===== src/rtl/esc_pkg.sv =====
package esc_pkg;
  localparam int ERR_W = 32;

  typedef enum logic [1:0] {
    ST_RUN     = 2'd0,
    ST_HANDLER = 2'd1,
    ST_DFAULT  = 2'd2,
    ST_RESET   = 2'd3
  } esc_state_e;
endpackage


===== src/rtl/esc_arbiter.sv =====
module esc_arbiter
  import esc_pkg::*;
#(
  parameter int IRQ_N       = 4,
  parameter int VEC_W       = 8,
  parameter int ADDR_W      = 32,
  parameter int ALIGN_VEC   = 17,
  parameter int DIVZ_VEC    = 0,
  parameter int HW_VEC_BASE = 32
) (
  input  logic [IRQ_N-1:0]  hw_irq,
  input  logic              sw_int,
  input  logic [VEC_W-1:0]  sw_vec,
  input  logic              exc_valid,
  input  logic [VEC_W-1:0]  exc_vec,
  input  logic [ERR_W-1:0]  exc_code,
  input  logic              div_zero,
  input  logic              br_valid,
  input  logic              br_taken,
  input  logic [ADDR_W-1:0] br_target,
  output logic              sync_hit,
  output logic [VEC_W-1:0]  sync_vec,
  output logic [ERR_W-1:0]  sync_code,
  output logic              async_hit,
  output logic [VEC_W-1:0]  async_vec
);
  localparam logic [VEC_W-1:0] ALIGN_V = VEC_W'(ALIGN_VEC);
  localparam logic [VEC_W-1:0] DIVZ_V  = VEC_W'(DIVZ_VEC);

  logic             misalign;
  logic             hw_hit;
  logic [VEC_W-1:0] hw_vec;

  // Alignment check: only a taken branch can fault.
  assign misalign = br_valid & br_taken & (br_target[1:0] != 2'b00);

  always_comb begin
    sync_hit  = misalign | div_zero | exc_valid;
    sync_vec  = exc_vec;
    sync_code = exc_code;
    if (misalign) begin
      sync_vec  = ALIGN_V;
      sync_code = ERR_W'(br_target);
    end else if (div_zero) begin
      sync_vec  = DIVZ_V;
      sync_code = '0;
    end
  end

  // Lowest-index hardware line wins: scan from the top down.
  always_comb begin
    hw_hit = |hw_irq;
    hw_vec = '0;
    for (int i = IRQ_N - 1; i >= 0; i--) begin
      if (hw_irq[i]) hw_vec = VEC_W'(HW_VEC_BASE + i);
    end
  end

  assign async_hit = sw_int | hw_hit;
  assign async_vec = sw_int ? sw_vec : hw_vec;
endmodule


===== src/rtl/esc_watchdog.sv =====
module esc_watchdog #(
  parameter int WD_W = 8
) (
  input  logic            clk,
  input  logic            rst_n,
  input  logic            busy,
  input  logic            restart,
  input  logic [WD_W-1:0] limit,
  output logic            timeout
);
  logic [WD_W-1:0] cnt_q;
  logic [WD_W-1:0] cnt_d;

  always_comb begin
    if (restart || !busy) cnt_d = '0;
    else                  cnt_d = cnt_q + 1'b1;
  end

  always_ff @(posedge clk or negedge rst_n) begin
    if (!rst_n) cnt_q <= '0;
    else        cnt_q <= cnt_d;
  end

  assign timeout = busy && (limit != '0) && (cnt_q >= limit);


  wd_off_chk: assert property (@(posedge clk) disable iff (!rst_n)
    (limit == '0) |-> !timeout);


  wd_idle_chk: assert property (@(posedge clk) disable iff (!rst_n)
    timeout |-> busy);
endmodule


===== src/rtl/esc_fsm.sv =====
module esc_fsm
  import esc_pkg::*;
#(
  parameter int VEC_W  = 8,
  parameter int DF_VEC = 8
) (
  input  logic             clk,
  input  logic             rst_n,
  input  logic             sync_hit,
  input  logic [VEC_W-1:0] sync_vec,
  input  logic [ERR_W-1:0] sync_code,
  input  logic             async_hit,
  input  logic [VEC_W-1:0] async_vec,
  input  logic             iret,
  input  logic             timeout,
  output esc_state_e       state_q,
  output logic [VEC_W-1:0] vec_q,
  output logic [ERR_W-1:0] code_q,
  output logic             enter_q,
  output logic             busy,
  output logic             restart
);
  localparam logic [VEC_W-1:0] DF_V = VEC_W'(DF_VEC);

  esc_state_e       state_d;
  logic [VEC_W-1:0] vec_d;
  logic [ERR_W-1:0] code_d;
  logic             load_en;
  logic             enter_d;
  logic             fault;
  logic [ERR_W-1:0] fault_code;

  assign fault      = sync_hit | timeout;
  assign fault_code = sync_hit ? sync_code : '0;
  assign busy       = (state_q == ST_HANDLER) || (state_q == ST_DFAULT);
  assign restart    = (state_d != state_q);

  always_comb begin
    state_d = state_q;
    vec_d   = vec_q;
    code_d  = code_q;
    load_en = 1'b0;
    enter_d = 1'b0;
    unique case (state_q)
      ST_RUN: begin
        if (sync_hit) begin
          state_d = ST_HANDLER;
          vec_d   = sync_vec;
          code_d  = sync_code;
          load_en = 1'b1;
          enter_d = 1'b1;
        end else if (async_hit) begin
          state_d = ST_HANDLER;
          vec_d   = async_vec;
          code_d  = '0;
          load_en = 1'b1;
          enter_d = 1'b1;
        end
      end
      ST_HANDLER: begin
        if (fault) begin
          state_d = ST_DFAULT;
          vec_d   = DF_V;
          code_d  = fault_code;
          load_en = 1'b1;
          enter_d = 1'b1;
        end else if (iret) begin
          state_d = ST_RUN;
        end
      end
      ST_DFAULT: begin
        if (fault)     state_d = ST_RESET;
        else if (iret) state_d = ST_RUN;
      end
      ST_RESET: begin
        state_d = ST_RUN;
        vec_d   = '0;
        code_d  = '0;
        load_en = 1'b1;
      end
      default: state_d = ST_RUN;
    endcase
  end

  always_ff @(posedge clk or negedge rst_n) begin
    if (!rst_n) begin
      state_q <= ST_RUN;
      enter_q <= 1'b0;
    end else begin
      state_q <= state_d;
      enter_q <= enter_d;
    end
  end

  always_ff @(posedge clk or negedge rst_n) begin
    if (!rst_n) begin
      vec_q  <= '0;
      code_q <= '0;
    end else if (load_en) begin
      vec_q  <= vec_d;
      code_q <= code_d;
    end
  end


  run_entry_chk: assert property (@(posedge clk) disable iff (!rst_n)
    (state_q == ST_RUN && (sync_hit || async_hit)) |=> (state_q == ST_HANDLER && enter_q));


  handler_ret_chk: assert property (@(posedge clk) disable iff (!rst_n)
    (state_q == ST_HANDLER && iret && !sync_hit && !timeout) |=> (state_q == ST_RUN && $stable(code_q)));


  df_entry_chk: assert property (@(posedge clk) disable iff (!rst_n)
    (state_q == ST_HANDLER && sync_hit) |=> (state_q == ST_DFAULT && vec_q == DF_V && enter_q));


  df_ret_chk: assert property (@(posedge clk) disable iff (!rst_n)
    (state_q == ST_DFAULT && iret && !fault) |=> (state_q == ST_RUN));


  reset_exit_chk: assert property (@(posedge clk) disable iff (!rst_n)
    (state_q == ST_RESET) |=> (state_q == ST_RUN && code_q == '0 && vec_q == '0));


  fault_wins_chk: assert property (@(posedge clk) disable iff (!rst_n)
    (state_q == ST_DFAULT && fault && iret) |=> (state_q == ST_RESET));
endmodule


===== src/rtl/exc_escalation_ctrl.sv =====
module exc_escalation_ctrl
  import esc_pkg::*;
#(
  parameter int IRQ_N       = 4,
  parameter int VEC_W       = 8,
  parameter int ADDR_W      = 32,
  parameter int WD_W        = 8,
  parameter int ALIGN_VEC   = 17,
  parameter int DIVZ_VEC    = 0,
  parameter int DF_VEC      = 8,
  parameter int HW_VEC_BASE = 32
) (
  input  logic              clk,
  input  logic              rst_n,
  input  logic [IRQ_N-1:0]  hw_irq,
  input  logic              sw_int,
  input  logic [VEC_W-1:0]  sw_vec,
  input  logic              exc_valid,
  input  logic [VEC_W-1:0]  exc_vec,
  input  logic [31:0]       exc_code,
  input  logic              div_zero,
  input  logic              br_valid,
  input  logic              br_taken,
  input  logic [ADDR_W-1:0] br_target,
  input  logic              iret,
  input  logic [WD_W-1:0]   wd_limit,
  output logic [1:0]        state_o,
  output logic [VEC_W-1:0]  vec_o,
  output logic [31:0]       err_code_o,
  output logic              enter_o,
  output logic              reset_req_o
);
  logic             sync_hit;
  logic [VEC_W-1:0] sync_vec;
  logic [ERR_W-1:0] sync_code;
  logic             async_hit;
  logic [VEC_W-1:0] async_vec;
  logic             timeout;
  logic             busy;
  logic             restart;
  esc_state_e       state_q;

  esc_arbiter #(
    .IRQ_N(IRQ_N), .VEC_W(VEC_W), .ADDR_W(ADDR_W),
    .ALIGN_VEC(ALIGN_VEC), .DIVZ_VEC(DIVZ_VEC), .HW_VEC_BASE(HW_VEC_BASE)
  ) u_arb (
    .hw_irq(hw_irq), .sw_int(sw_int), .sw_vec(sw_vec),
    .exc_valid(exc_valid), .exc_vec(exc_vec), .exc_code(exc_code),
    .div_zero(div_zero), .br_valid(br_valid), .br_taken(br_taken),
    .br_target(br_target),
    .sync_hit(sync_hit), .sync_vec(sync_vec), .sync_code(sync_code),
    .async_hit(async_hit), .async_vec(async_vec)
  );

  esc_watchdog #(.WD_W(WD_W)) u_wd (
    .clk(clk), .rst_n(rst_n), .busy(busy), .restart(restart),
    .limit(wd_limit), .timeout(timeout)
  );

  esc_fsm #(.VEC_W(VEC_W), .DF_VEC(DF_VEC)) u_fsm (
    .clk(clk), .rst_n(rst_n),
    .sync_hit(sync_hit), .sync_vec(sync_vec), .sync_code(sync_code),
    .async_hit(async_hit), .async_vec(async_vec),
    .iret(iret), .timeout(timeout),
    .state_q(state_q), .vec_q(vec_o), .code_q(err_code_o),
    .enter_q(enter_o), .busy(busy), .restart(restart)
  );

  assign state_o     = state_q;
  assign reset_req_o = (state_q == ST_RESET);


  reset_pulse_chk: assert property (@(posedge clk) disable iff (!rst_n)
    reset_req_o |=> (!reset_req_o && state_o == 2'd0));
endmodule


===== config.mk =====
export PLATFORM = sky130hd
export DESIGN_NAME = exc_escalation_ctrl
export DESIGN_NICKNAME = d
export VERILOG_FILES = /design/src/rtl/esc_pkg.sv /design/src/rtl/esc_arbiter.sv /design/src/rtl/esc_watchdog.sv /design/src/rtl/esc_fsm.sv /design/src/rtl/exc_escalation_ctrl.sv
export SDC_FILE = /design/constraint.sdc
export NUM_CORES = 1
export LEC_CHECK = 0
export CAP_MARGIN = 20
export CORE_MARGIN = 5
export CORE_UTILIZATION = 35
export CTS_CLUSTER_SIZE = 24
export DETAILED_ROUTE_END_ITERATION = 7
export DONT_BUFFER_PORTS = 1
export PLACE_DENSITY = 0.57
export SYNTH_ARGS = -nofsm -noshare
export SYNTH_HDL_FRONTEND = slang
export SYNTH_SLANG_ARGS = --single-unit

===== constraint.sdc =====
create_clock -name clk -period 3.08 [get_ports clk]
set_clock_uncertainty 0.15 [all_clocks]
set_input_delay 0.616 -clock clk [delete_from_list [all_inputs] [get_ports clk]]
set_output_delay 0.616 -clock clk [all_outputs]
set_load 0.02 [all_outputs]

==> flow_summary.json <==
{
  "synth_top_family_by_area": "simple AND/OR/NAND/NOR gates",
  "power_density_nw_per_um2": 849.5,
  "grt_overflow": 0,
  "post_cts_resized": 0,
  "pre_cts_ws_ns": 0.2290,
  "seq_area_frac_synth_pct": 39.57,
  "required_ns": 3.08,
  "nFillCells": 923,
  "slew_headroom_pct": 52.20,
  "synth-edff-count": 0,
  "postLayoutCoreUtil_pct": 38.09,
  "timing.hold.ws_ns": 0.005794,
  "critPathKind": "reg -> reg",
  "yosys_warnings": 0,
  "syn_avg_cell_area_um2": 9.377,
  "r2r_cells": 8,
  "start_util_pct": 35.41,
  "ys.flop_type": "dfrtp_1",
  "antenna_found_initial": 0,
  "setup_viol": 0,
  "vias": 2497,
  "fmax_mhz": 379.9,
  "postSynthNetCount": 457,
  "synth_xor_area_share_pct": 1.629,
  "clock_sinks": 51,
  "cts_buffers": 5,
  "p_leak_nw": 1.553,
  "intPower_mw": 1.680,
  "placed_cells": 441,
  "syn_to_final_growth_pct": 7.564,
  "post-synth-top-area-cell": "dfrtp_1",
  "insertion_delay_ns": 0.30,
  "firstDrtPassIters": 4,
  "rsz0062_at_grt": "no",
  "clockPowerShare_pct": 14.2,
  "status": "finished clean",
  "placed_area_um2": 3343,
  "grt_pass1_vias": 2486,
  "wire_per_inst_um": 17.68,
  "hold_viol_final": 0,
  "switchingPower_mw": 1.267,
  "routed_wl_um": 7956,
  "antenna_cells": 0,
  "synth_cell_types": 45,
  "synth_cells": 344,
  "root_buffer": "clkbuf_8",
  "clk_path_buf_depth": 2,
  "core_um2": 9109,
  "routabilityCongestion": 0.7868,
  "tightestPinTransition_ns": 0.7171,
  "die-area_um2": 11240,
  "drc_errors": 0,
  "grt_max_degree": 64,
  "drive_gt1_share_pct": 19.17,
  "synth_top_area_share_pct": 39.57,
  "clkSlewWorstSetupHoldPaths_ns": 0.10,
  "maxCapViolCount": 0,
  "combPwrFrac_pct": 42.5,
  "synth.area.top_cells": "dfrtp_1 (40%), mux2_2 (13%), nor3b_1 (7.2%)",
  "startpoint_type": "flip-flop",
  "vdd_drop_max_uv": 367.9,
  "grt_pass1_wl_um": 12850,
  "syn_area_um2": 3226,
  "placementRows": 35,
  "drv_slew": 0,
  "cts_htree_levels": 2,
  "tns_ns": 0,
  "track_usage_pct": 13.93,
  "p_total_mw": 2.948,
  "period_share_pct": 85.47,
  "design_area_um2": 3470,
  "synth-compound-area-share_pct": 12.68,
  "fin_crit_ns": 2.633,
  "p_sw_share_pct": 42.99,
  "post_cts_buffers": 0,
  "ios": 144,
  "synthMuxAreaShare_pct": 13.89,
  "setup_slack_ns": 0.4474,
  "fin_nets": 451,
  "cts_tree": "built",
  "yosys.area_share.adder_pct": 5.043,
  "arrival_ns": 2.64,
  "hold_class": "in -> async",
  "dpl.hpwl_um": 5973,
  "postCtsHoldBufs": 1,
  "ys_seq_elements": 51,
  "drtAntennaViolNets": 0,
  "die_y_um": 106,
  "initialDrtViolationCount": 163,
  "die_w_um": 106,
  "async_flop_share_pct": 100.0,
  "endpoint_kind": "flip-flop",
  "viasPerCell": 5.549,
  "port_buffers": 0,
  "sequentialPowerShare_pct": 43.3,
  "synth-simple-area-share_pct": 22.54,
  "cp_max_fo": 8,
  "layout.cells.non_filler": 450
}
-- cell families after synthesis --
logic type	Yosys count
fa+ha+maj	13
flops	51
simple gates	131
mux	40
xor+xnor	6
compound gates	65
buf+inv	38
-- routing by layer --
| layer | track usage [%] | vias to the layer above | routed length (um) |
|---|---|---|---|
| met5 | 0 | - | 0 |
| met4 | 2.775 | 0 | 48 |
| met3 | 4.432 | 2 | 717 |
| met2 | 23.00 | 101 | 3690 |
| met1 | 17.98 | 1182 | 3498 |
| li1 | - | 1212 | - |
-- worst paths after layout --
kind	startpoint	end	slack [ns]
max	u_wd.cnt_q[4]$_DFF_PN0_	u_wd.cnt_q[3]$_DFF_PN0_	0.45
min	rst_n	u_fsm.code_q[6]$_DFFE_PN0P_	0.006
max reg2reg	u_wd.cnt_q[4]$_DFF_PN0_	u_wd.cnt_q[3]$_DFF_PN0_	0.45
min reg2reg	u_wd.cnt_q[0]$_DFF_PN0_	u_wd.cnt_q[0]$_DFF_PN0_	0.37
max in group asynchronous	rst_n	u_fsm.code_q[13]$_DFFE_PN0P_	2.55
min in group clk	u_wd.cnt_q[0]$_DFF_PN0_	u_wd.cnt_q[0]$_DFF_PN0_	0.37
-- state kept, by name, indices dropped and copies added, names as in the netlist --
| register | cells |
|---|---|
| u_fsm.code_q | 32 |
| u_wd.cnt_q | 8 |
| u_fsm.vec_q | 8 |
| u_fsm.enter_q | 1 |
| u_fsm.state_q | 2 |
-- cells in the mapped netlist, types with 2 or more instances --
master,n
nor2_1,46
buf_2,6
mux2i_1,2
dfrtp_1,51
nand2b_1,2
xor2_1,4
o21ai_0,7
o211a_1,2
nand4_1,2
xnor2_1,2
inv_1,17
and3_1,3
a21oi_1,39
clkbuf_1,10
nand3_1,9
mux2_2,38
nor4_1,11
ha_1,13
a221oi_1,2
nor3b_1,31
nor3_1,3
nand2_1,14
nor2b_1,3
nand3b_1,2
buf_1,5
-- final cells by class --
type,instances,area [um^2],area share (%)
Clock inverter,2,16.27,0.4688
Tap cell,111,138.9,4.003
Timing Repair Buffer,8,92.59,2.669
Sequential cell,51,1276,36.78
Inverter,17,63.81,1.839
Clock buffer,6,82.58,2.380
Multi-Input combinational cell,255,1799,51.86
-- placed cells by master, fill, tap and decap left out, types with 3 or more instances in the layout --
master | netlist | layout
nor2b_1 | 3 | 3
nor4_1 | 11 | 11
nor3b_1 | 31 | 31
and3_1 | 3 | 3
nor2_1 | 46 | 46
inv_1 | 17 | 17
nand3_1 | 9 | 9
clkbuf_8 | 0 | 6
nor3_1 | 3 | 3
ha_1 | 13 | 13
nand2_1 | 14 | 14
dfrtp_1 | 51 | 51
buf_4 | 0 | 6
mux2_2 | 38 | 38
o21ai_0 | 7 | 7
a21oi_1 | 39 | 39
xor2_1 | 4 | 4
-- worst max-delay path, stage by stage, from the launching register on --
cell and delay (ns):
dfrtp_1 0.44, ha_1 0.21, nor4_1 0.26, o21ai_0 0.18, nand3_1 0.17, a31oi_1 0.13
buf_4 0.17, a221oi_2 0.63, nor4_1 0.15
-- power groups by stage --
stage | Sequential (mW) | Combinational, mW | Clock, mW
after floorplan | 1.25 | 0.969 | 0
after global placement | 1.29 | 1.23 | 0
after detailed placement | 1.29 | 1.26 | 0
after CTS | 1.28 | 1.28 | 0.446
after global routing | 1.31 | 1.39 | 0.467
final | 1.28 | 1.25 | 0.419
Note: power is estimated with default switching activity, not from simulation.
